$ cat src/rtl/pwm_slice_pkg.sv
package pwm_slice_pkg;

    localparam logic [1:0] SEL_TOP   = 2'd0;
    localparam logic [1:0] SEL_CMP_A = 2'd1;
    localparam logic [1:0] SEL_CMP_B = 2'd2;
    localparam logic [1:0] SEL_CTRL  = 2'd3;

    localparam int NUM_CH = 2;

    typedef struct packed {
        logic inv_b;
        logic inv_a;
        logic phase;
        logic en;
    } ctrl_t;

    localparam int CTRL_W = $bits(ctrl_t);

endpackage

$ cat src/rtl/pwm_cfg_regs.sv
module pwm_cfg_regs
    import pwm_slice_pkg::*;
#(
    parameter int CW = 16
) (
    input  logic                       clk,
    input  logic                       rst_n,
    input  logic                       we,
    input  logic [1:0]                 sel,
    input  logic [CW-1:0]              wdata,
    input  logic                       load,
    output ctrl_t                      ctrl,
    output logic [CW-1:0]              top_act,
    output logic [NUM_CH-1:0][CW-1:0]  cmp_act
);

    typedef struct packed {
        ctrl_t                      ctrl;
        logic [CW-1:0]              top_pend;
        logic [NUM_CH-1:0][CW-1:0]  cmp_pend;
        logic [CW-1:0]              top_act;
        logic [NUM_CH-1:0][CW-1:0]  cmp_act;
    } cfg_state_t;

    cfg_state_t st_d, st_q;

    always_comb begin
        st_d = st_q;
        if (load) begin
            st_d.top_act = st_q.top_pend;
            st_d.cmp_act = st_q.cmp_pend;
        end
        if (we) begin
            unique case (sel)
                SEL_TOP:   st_d.top_pend    = wdata;
                SEL_CMP_A: st_d.cmp_pend[0] = wdata;
                SEL_CMP_B: st_d.cmp_pend[1] = wdata;
                default:   st_d.ctrl        = ctrl_t'(wdata[CTRL_W-1:0]);
            endcase
        end
    end

    always_ff @(posedge clk) begin
        if (!rst_n) st_q <= '0;
        else        st_q <= st_d;
    end

    assign ctrl    = st_q.ctrl;
    assign top_act = st_q.top_act;
    assign cmp_act = st_q.cmp_act;

    AST_ACTIVE_STABLE: assert property (@(posedge clk) disable iff (!rst_n)
        !load |=> ($stable(top_act) && $stable(cmp_act)));

endmodule

$ cat src/rtl/pwm_counter.sv
module pwm_counter #(
    parameter int CW = 16
) (
    input  logic          clk,
    input  logic          rst_n,
    input  logic          en,
    input  logic          phase,
    input  logic          tick,
    input  logic [CW-1:0] top,
    output logic [CW-1:0] cnt,
    output logic          wrap_evt,
    output logic          wrap_q
);

    typedef struct packed {
        logic [CW-1:0] cnt;
        logic          down;
        logic          wrap;
    } cnt_state_t;

    cnt_state_t st_d, st_q;

    always_comb begin
        st_d      = st_q;
        st_d.wrap = 1'b0;
        if (!phase) st_d.down = 1'b0;
        if (en && tick) begin
            if (!phase) begin
                if (st_q.cnt >= top) begin
                    st_d.cnt  = '0;
                    st_d.wrap = 1'b1;
                end else begin
                    st_d.cnt = st_q.cnt + 1'b1;
                end
            end else if (!st_q.down) begin
                if (st_q.cnt >= top) st_d.down = 1'b1;
                else                 st_d.cnt  = st_q.cnt + 1'b1;
            end else begin
                if (st_q.cnt == '0) begin
                    st_d.down = 1'b0;
                    st_d.wrap = 1'b1;
                end else begin
                    st_d.cnt = st_q.cnt - 1'b1;
                end
            end
        end
    end

    always_ff @(posedge clk) begin
        if (!rst_n) st_q <= '0;
        else        st_q <= st_d;
    end

    assign cnt      = st_q.cnt;
    assign wrap_q   = st_q.wrap;
    assign wrap_evt = st_d.wrap;

    AST_HOLD_NO_TICK: assert property (@(posedge clk) disable iff (!rst_n)
        !(en && tick) |=> $stable(cnt));
    AST_WRAP_AT_ZERO: assert property (@(posedge clk) disable iff (!rst_n)
        wrap_q |-> (cnt == '0));
    AST_NORMAL_STEP: assert property (@(posedge clk) disable iff (!rst_n)
        (en && tick && !phase && cnt < top) |=> (cnt == $past(cnt) + 1'b1));

endmodule

$ cat src/rtl/pwm_channel.sv
module pwm_channel #(
    parameter int CW = 16
) (
    input  logic          clk,
    input  logic          rst_n,
    input  logic          en,
    input  logic          inv,
    input  logic [CW-1:0] cmp,
    input  logic [CW-1:0] cnt,
    output logic          pwm
);

    typedef struct packed {
        logic out;
    } ch_state_t;

    ch_state_t st_d, st_q;

    always_comb begin
        st_d     = st_q;
        st_d.out = en ? ((cmp > cnt) ^ inv) : 1'b0;
    end

    always_ff @(posedge clk) begin
        if (!rst_n) st_q <= '0;
        else        st_q <= st_d;
    end

    assign pwm = st_q.out;

    AST_DISABLED_LOW: assert property (@(posedge clk) disable iff (!rst_n)
        !en |=> !pwm);
    AST_CMP_ZERO_LOW: assert property (@(posedge clk) disable iff (!rst_n)
        (en && !inv && cmp == '0) |=> !pwm);

endmodule

$ cat src/rtl/pwm_slice.sv
module pwm_slice
    import pwm_slice_pkg::*;
#(
    parameter int CW = 16
) (
    input  logic          clk,
    input  logic          rst_n,
    input  logic          tick,
    input  logic          cfg_we,
    input  logic [1:0]    cfg_sel,
    input  logic [CW-1:0] cfg_wdata,
    output logic [CW-1:0] count,
    output logic          pwm_a,
    output logic          pwm_b,
    output logic          wrap
);

    ctrl_t                     ctrl;
    logic [CW-1:0]             top_act;
    logic [NUM_CH-1:0][CW-1:0] cmp_act;
    logic [NUM_CH-1:0]         inv_vec;
    logic [NUM_CH-1:0]         pwm_vec;
    logic                      wrap_evt;
    logic                      load;

    assign load    = !ctrl.en || wrap_evt;
    assign inv_vec = {ctrl.inv_b, ctrl.inv_a};

    pwm_cfg_regs #(.CW(CW)) u_cfg (
        .clk     (clk),
        .rst_n   (rst_n),
        .we      (cfg_we),
        .sel     (cfg_sel),
        .wdata   (cfg_wdata),
        .load    (load),
        .ctrl    (ctrl),
        .top_act (top_act),
        .cmp_act (cmp_act)
    );

    pwm_counter #(.CW(CW)) u_cnt (
        .clk      (clk),
        .rst_n    (rst_n),
        .en       (ctrl.en),
        .phase    (ctrl.phase),
        .tick     (tick),
        .top      (top_act),
        .cnt      (count),
        .wrap_evt (wrap_evt),
        .wrap_q   (wrap)
    );

    for (genvar ch = 0; ch < NUM_CH; ch++) begin : g_ch
        pwm_channel #(.CW(CW)) u_ch (
            .clk   (clk),
            .rst_n (rst_n),
            .en    (ctrl.en),
            .inv   (inv_vec[ch]),
            .cmp   (cmp_act[ch]),
            .cnt   (count),
            .pwm   (pwm_vec[ch])
        );
    end

    assign pwm_a = pwm_vec[0];
    assign pwm_b = pwm_vec[1];

    AST_PHASE_TURN_HOLD: assert property (@(posedge clk) disable iff (!rst_n)
        (ctrl.en && ctrl.phase && tick && $past(ctrl.en && ctrl.phase && tick)
         && count == top_act && $past(count) == top_act - 1'b1 && top_act != '0)
        |=> (count == $past(count)));

endmodule

$ cat config.mk
export PLATFORM = sky130hd
export DESIGN_NAME = pwm_slice
export DESIGN_NICKNAME = d
export VERILOG_FILES = /design/src/rtl/pwm_slice_pkg.sv /design/src/rtl/pwm_cfg_regs.sv /design/src/rtl/pwm_counter.sv /design/src/rtl/pwm_channel.sv /design/src/rtl/pwm_slice.sv
export SDC_FILE = /design/constraint.sdc
export NUM_CORES = 1
export LEC_CHECK = 0
export BUFFER_PORTS_ARGS = -buffer_cell sky130_fd_sc_hd__buf_2
export CAP_MARGIN = 20
export CORE_ASPECT_RATIO = 1.5
export CORE_MARGIN = 2
export CORE_UTILIZATION = 55
export DETAILED_ROUTE_END_ITERATION = 12
export GPL_TIMING_DRIVEN = 0
export PLACE_DENSITY = 0.74
export SLEW_MARGIN = 20
export SYNTH_ARGS = -nofsm -noshare
export SYNTH_HDL_FRONTEND = slang
export SYNTH_SLANG_ARGS = --single-unit
$ cat constraint.sdc
create_clock -name clk -period 5.7 [get_ports clk]
set_input_delay 1.14 -clock clk [delete_from_list [all_inputs] [get_ports clk]]
set_output_delay 1.14 -clock clk [all_outputs]
set_load 0.1 [all_outputs]
==> report_table.html <==
<table>
<tr><th>Metric</th><th>Value</th></tr>
<tr><th colspan="2">Global route</th></tr>
<tr><td>Initial antenna violation count</td><td>0</td></tr>
<tr><td>Met2 Usage GRT</td><td>between 40 and 50%</td></tr>
<tr><td>Via count of the first global-routing pass</td><td>between 5,000 and 6,000</td></tr>
<tr><td>Maximum number of pins on one net before global-route repair</td><td>17</td></tr>
<tr><td>Met1 capacity usage during global routing</td><td>between 30% and 40%</td></tr>
<tr><td>GRT Total Usage</td><td>between 20 and 30%</td></tr>
<tr><td>Most utilized layer in the global route result</td><td>met2</td></tr>
<tr><td>Met3 Resource Use GR</td><td>~5.4%</td></tr>
<tr><td>Congestion Overflow GR</td><td>0</td></tr>
<tr><td>First-pass GRT wire length</td><td>about 25,000 um</td></tr>
<tr><th colspan="2">Timing</th></tr>
<tr><td>TNS Setup</td><td>0 ns</td></tr>
<tr><td>Worst slew margin relative to its limit</td><td>between 40% and 50%</td></tr>
<tr><td>Final Max Tran Viols</td><td>0</td></tr>
<tr><td>Final Critical Period</td><td>approximately 3.4 ns</td></tr>
<tr><td>Final clock skew</td><td>0.00551 ns</td></tr>
<tr><td>Share of the clock period used by the worst path after layout</td><td>approximately three fifths</td></tr>
<tr><td>Finish-stage setup viols</td><td>0</td></tr>
<tr><td>Slew at the pin closest to its max-slew limit</td><td>0.811 ns</td></tr>
<tr><td>Maximum clock frequency</td><td>roughly 300 MHz</td></tr>
<tr><td>Fin. Hold Viols</td><td>0</td></tr>
<tr><td>Setup repair after global routing missed its margin</td><td>no</td></tr>
<tr><th colspan="2">CTS</th></tr>
<tr><td>Root buffer cell</td><td>sky130_fd_sc_hd__clkbuf_16</td></tr>
<tr><td>Skew-Pair Late Insertion Delay</td><td>around 0.42 ns</td></tr>
<tr><td># H-tree levels</td><td>4</td></tr>
<tr><td>Clock slew seen by the registers of the worst setup and hold paths</td><td>~0.06 ns</td></tr>
<tr><td>Buffers inserted during post-CTS setup optimization</td><td>0</td></tr>
<tr><td>CTS Sinks</td><td>120</td></tr>
<tr><td>Number of buffers created by CTS</td><td>17</td></tr>
<tr><td>Hold_buf cts</td><td>0</td></tr>
<tr><td>Number of buffers on the longest clock path</td><td>2</td></tr>
<tr><td>Clock tree from TritonCTS</td><td>yes</td></tr>
<tr><td>Count of cells resized by post-cts repair</td><td>0</td></tr>
<tr><th colspan="2">Synthesis</th></tr>
<tr><td>Number of enable-type register cells in the synthesized netlist</td><td>0</td></tr>
<tr><td>Post-synth top flop</td><td>sky130_fd_sc_hd__dfxtp_1</td></tr>
<tr><td>Number of standard cells after synthesis</td><td>671</td></tr>
<tr><td>Dominant cell type by area after synthesis</td><td>sky130_fd_sc_hd__dfxtp_1</td></tr>
<tr><td>Average instance area after synthesis</td><td>8.98 um^2</td></tr>
<tr><td>Number of flip-flops and latches in the synthesized netlist</td><td>120</td></tr>
<tr><td>Cells taking the most area after synthesis</td><td>sky130_fd_sc_hd__dfxtp_1, sky130_fd_sc_hd__ha_1, sky130_fd_sc_hd__nand2_1</td></tr>
<tr><td>Nets in the synthesized netlist</td><td>743</td></tr>
<tr><td>Cell area after synthesis</td><td>around 0.0060 mm^2</td></tr>
<tr><td>Synth top area share</td><td>between 30 and 40%</td></tr>
<tr><td>Number of unique standard cell types used by synthesis</td><td>56</td></tr>
<tr><td>Synth Warn #</td><td>0</td></tr>
<tr><td>Post-synthesis async set-or-reset flop share</td><td>0%</td></tr>
<tr><td>Share of synthesized area occupied by flip-flops and latches</td><td>approximately two fifths</td></tr>
<tr><th colspan="2">Detailed routing</th></tr>
<tr><td>Count of antenna-violating nets left after detailed routing</td><td>0</td></tr>
<tr><td>Routed wirelength normalized by instance count</td><td>approximately 18 um</td></tr>
<tr><td>Drt via density</td><td>roughly 5.8</td></tr>
<tr><td>Total number of vias</td><td>5,117</td></tr>
<tr><td>Number of design rule violations left after detail routing</td><td>0</td></tr>
<tr><td>Number of optimization iterations in the first detailed-route pass</td><td>4</td></tr>
<tr><td>Number of DRC markers after the initial detailed-route iteration</td><td>roughly 290</td></tr>
<tr><td>Total wire length after detailed routing</td><td>between 15,000 and 20,000 um</td></tr>
<tr><th colspan="2">Die</th></tr>
<tr><td>Starting Density</td><td>56.6%</td></tr>
<tr><td>Width of the chip</td><td>89.5 um</td></tr>
<tr><td>Number of ports placed on the die boundary</td><td>slightly above 40</td></tr>
<tr><td>Row Count</td><td>46</td></tr>
<tr><td>Total core area</td><td>roughly 0.011 mm^2</td></tr>
<tr><td>Vert. Die Dim</td><td>around 130 um</td></tr>
<tr><td>Area of the die</td><td>0.0118 mm^2</td></tr>
<tr><th colspan="2">Hold path</th></tr>
<tr><td>Hold path startpoint</td><td>u_cfg.st_q[66]</td></tr>
<tr><td>End of the worst hold path</td><td>u_cfg.st_q[66]</td></tr>
<tr><td>Hold crit path type</td><td>reg -&gt; reg</td></tr>
<tr><td>Hold Crit Depth</td><td>2</td></tr>
<tr><th colspan="2">Placed design</th></tr>
<tr><td>Buffers on Ports</td><td>39</td></tr>
<tr><td>Last weighted congestion value of the routability-driven placer</td><td>0.930</td></tr>
<tr><td>Hpwl dp</td><td>~12,000 um</td></tr>
<tr><th colspan="2">Layout</th></tr>
<tr><td>Util after Layout</td><td>66.1%</td></tr>
<tr><td>Fraction of layout cells with a size suffix above 1</td><td>between 10% and 20%</td></tr>
<tr><td>Area occupied by multi-input gates</td><td>0.00319 mm^2</td></tr>
<tr><td>Reg area</td><td>about 0.0024 mm^2</td></tr>
<tr><td>Final nets</td><td>801</td></tr>
<tr><td>Layout-stage area growth over the synthesis result</td><td>16.8%</td></tr>
<tr><td>Ant diodes</td><td>0</td></tr>
<tr><td>Count of fill cells added during filler insertion</td><td>875</td></tr>
<tr><th colspan="2">Flow run</th></tr>
<tr><td>Max Cap Violations</td><td>0</td></tr>
<tr><th colspan="2">Worst setup path</th></tr>
<tr><td>Critical-path maximum fanout</td><td>10</td></tr>
<tr><td>Data arrival time of the worst path</td><td>about 3.8 ns</td></tr>
<tr><td>Critical path class</td><td>reg -&gt; reg</td></tr>
<tr><td>Crit path launch type</td><td>flip-flop</td></tr>
<tr><td>Number of cells traversed by the worst register-to-register path</td><td>11</td></tr>
<tr><td>Worst-case register-to-register setup slack</td><td>2.31 ns</td></tr>
<tr><td>Type of element capturing the critical path</td><td>flip-flop</td></tr>
<tr><td>Worst path required time</td><td>slightly above 6 ns</td></tr>
<tr><td>R2r endpoint</td><td>u_cfg.top_act[14]</td></tr>
<tr><td>Reg2Reg Launch Point</td><td>u_cnt.cnt[0]</td></tr>
<tr><th colspan="2">Outcome</th></tr>
<tr><td>Status</td><td>complete, no violations</td></tr>
<tr><th colspan="2">Pwr</th></tr>
<tr><td>Pwr/cell area</td><td>309 mW/mm^2</td></tr>
<tr><td>Leakage power summed over all cells</td><td>between 3 and 4 nW</td></tr>
<tr><td>Peak ir drop on the vdd network</td><td>215 uV</td></tr>
</table>
worst max-delay path by stage:
| stage | start | to | cells after the start |
|---|---|---|---|
| global placement | u_cnt.cnt[0] | u_cfg.cmp_act[1] | 11 |
| CTS | u_cnt.cnt[0] | u_cfg.cmp_act[4] | 11 |
| global route | u_cnt.cnt[0] | u_cfg.top_act[2] | 11 |
| floorplan | u_cnt.cnt[0] | u_cfg.cmp_act[0] | 11 |
| finish | u_cnt.cnt[0] | u_cfg.top_act[14] | 11 |
| detailed placement | u_cnt.cnt[0] | u_cfg.cmp_act[2] | 11 |
registers in the layout (all words and copies together) (netlist names):
name,flops
u_cnt.wrap_q,1
u_cfg.cmp_act,32
u_cfg.ctrl,4
u_cnt.st_q,1
u_cfg.top_act,16
u_cnt.cnt,16
g_ch.u_ch.pwm,2
u_cfg.st_q,48
placed cells by master, fill, tap and decap left out, types with 4 or more instances in the layout:
cell / synthesis / routed
sky130_fd_sc_hd__buf_6: 6 / 6
sky130_fd_sc_hd__a221o_1: 10 / 10
sky130_fd_sc_hd__buf_2: 3 / 42
sky130_fd_sc_hd__nor2_1: 27 / 27
sky130_fd_sc_hd__clkinvlp_4: 0 / 4
sky130_fd_sc_hd__nand4_1: 9 / 9
sky130_fd_sc_hd__nor3_1: 10 / 10
sky130_fd_sc_hd__dfxtp_1: 120 / 120
sky130_fd_sc_hd__a31oi_1: 7 / 7
sky130_fd_sc_hd__mux2i_1: 5 / 5
sky130_fd_sc_hd__xnor2_1: 6 / 6
sky130_fd_sc_hd__a21oi_1: 14 / 14
sky130_fd_sc_hd__a21o_1: 6 / 6
sky130_fd_sc_hd__nand3_1: 10 / 10
sky130_fd_sc_hd__a22o_1: 48 / 48
sky130_fd_sc_hd__nor4_1: 4 / 4
sky130_fd_sc_hd__o211ai_1: 4 / 4
sky130_fd_sc_hd__o21a_1: 4 / 4
sky130_fd_sc_hd__and3_1: 16 / 16
sky130_fd_sc_hd__nand2_1: 113 / 113
sky130_fd_sc_hd__inv_1: 36 / 36
sky130_fd_sc_hd__nand2b_1: 6 / 6
sky130_fd_sc_hd__a21boi_0: 48 / 48
sky130_fd_sc_hd__and4_1: 5 / 5
sky130_fd_sc_hd__nor2b_1: 8 / 8
sky130_fd_sc_hd__o21ai_0: 14 / 14
sky130_fd_sc_hd__clkbuf_1: 25 / 26
sky130_fd_sc_hd__buf_4: 17 / 17
sky130_fd_sc_hd__clkbuf_16: 0 / 17
sky130_fd_sc_hd__bufinv_16: 0 / 4
sky130_fd_sc_hd__ha_1: 50 / 50
layer usage:
metal  up-vias  share of wire (%)
li1       2508                  -
met1      2437                 39
met2       127                 53
met5         -                  0
met3        45                4.1
met4         0                3.4
where the power goes:
part	leakage (nW)	internal, W	total, W	switching, W
Combinational	1.73	0.0000587	0.000152	0.0000931
Sequential	0.972	0.000859	0.000872	0.0000130
Clock	0.302	0.000765	0.00115	0.000384
worst max-delay path, stage by stage, from the launching register on:
cell and delay [ns]:
sky130_fd_sc_hd__dfxtp_1 0.53, sky130_fd_sc_hd__inv_1 0.19, sky130_fd_sc_hd__ha_1 0.32, sky130_fd_sc_hd__nand2b_1 0.15
sky130_fd_sc_hd__a2111oi_2 0.34, sky130_fd_sc_hd__and4b_1 0.26, sky130_fd_sc_hd__a211oi_4 0.45, sky130_fd_sc_hd__nand2_1 0.11
sky130_fd_sc_hd__a31oi_1 0.42, sky130_fd_sc_hd__buf_4 0.28, sky130_fd_sc_hd__buf_6 0.16, sky130_fd_sc_hd__a22o_1 0.13
kinds of logic after synthesis:
| logic type | Yosys count | synth area share (%) |
|---|---|---|
| AO/OA/AOI/OAI | 175 | 22.6 |
| XOR/XNOR | 7 | 1.02 |
| adder cells (fa/ha/maj) | 50 | 10.4 |
| buffers and inverters | 87 | 7.29 |
| flip-flops | 120 | 39.9 |
| multiplexers | 6 | 1.02 |
| AND/OR/NAND/NOR | 226 | 17.9 |
synthesized netlist by cell type (5+ instances only):
cell type	instances
sky130_fd_sc_hd__nor2_1	27
sky130_fd_sc_hd__nor2b_1	8
sky130_fd_sc_hd__and3_1	16
sky130_fd_sc_hd__nand2b_1	6
sky130_fd_sc_hd__ha_1	50
sky130_fd_sc_hd__a21oi_1	14
sky130_fd_sc_hd__buf_6	6
sky130_fd_sc_hd__a22o_1	48
sky130_fd_sc_hd__clkbuf_1	25
sky130_fd_sc_hd__dfxtp_1	120
sky130_fd_sc_hd__and4_1	5
sky130_fd_sc_hd__inv_1	36
sky130_fd_sc_hd__nand3_1	10
sky130_fd_sc_hd__buf_4	17
sky130_fd_sc_hd__nand4_1	9
sky130_fd_sc_hd__xnor2_1	6
sky130_fd_sc_hd__a31oi_1	7
sky130_fd_sc_hd__mux2i_1	5
sky130_fd_sc_hd__a221o_1	10
sky130_fd_sc_hd__nand2_1	113
sky130_fd_sc_hd__a21o_1	6
sky130_fd_sc_hd__nor3_1	10
sky130_fd_sc_hd__o21ai_0	14
sky130_fd_sc_hd__a21boi_0	48
area by class of cell:
type                       instances  share of cell area, %
sequential                       120                   34.1
buffer                            51                   4.32
tap                              144                   2.56
multi-input combinational        464                   45.2
timing repair buffer              39                   2.77
clock inverter                    11                   2.40
clock buffer                      21                   6.68
inverter                          36                   1.92
per-stage QoR:
| stage | std cells | setup WS (ns) | power (W) | hold WS (ns) | instance area (um^2) |
|---|---|---|---|---|---|
| after floorplan | 671 | 2.99 | 0.000988 | 0.442 | 6030 |
| after global placement | 854 | 2.43 | 0.00103 | 0.452 | 6400 |
| after detailed placement | 854 | 2.40 | 0.00104 | 0.459 | 6400 |
| after CTS | 886 | 2.35 | 0.00218 | 0.466 | 7040 |
| after global routing | 886 | 2.08 | 0.00224 | 0.482 | 7040 |
| final | 886 | 2.31 | 0.00217 | 0.465 | 7040 |
No activity file was read; power rests on OpenSTA's default activity.
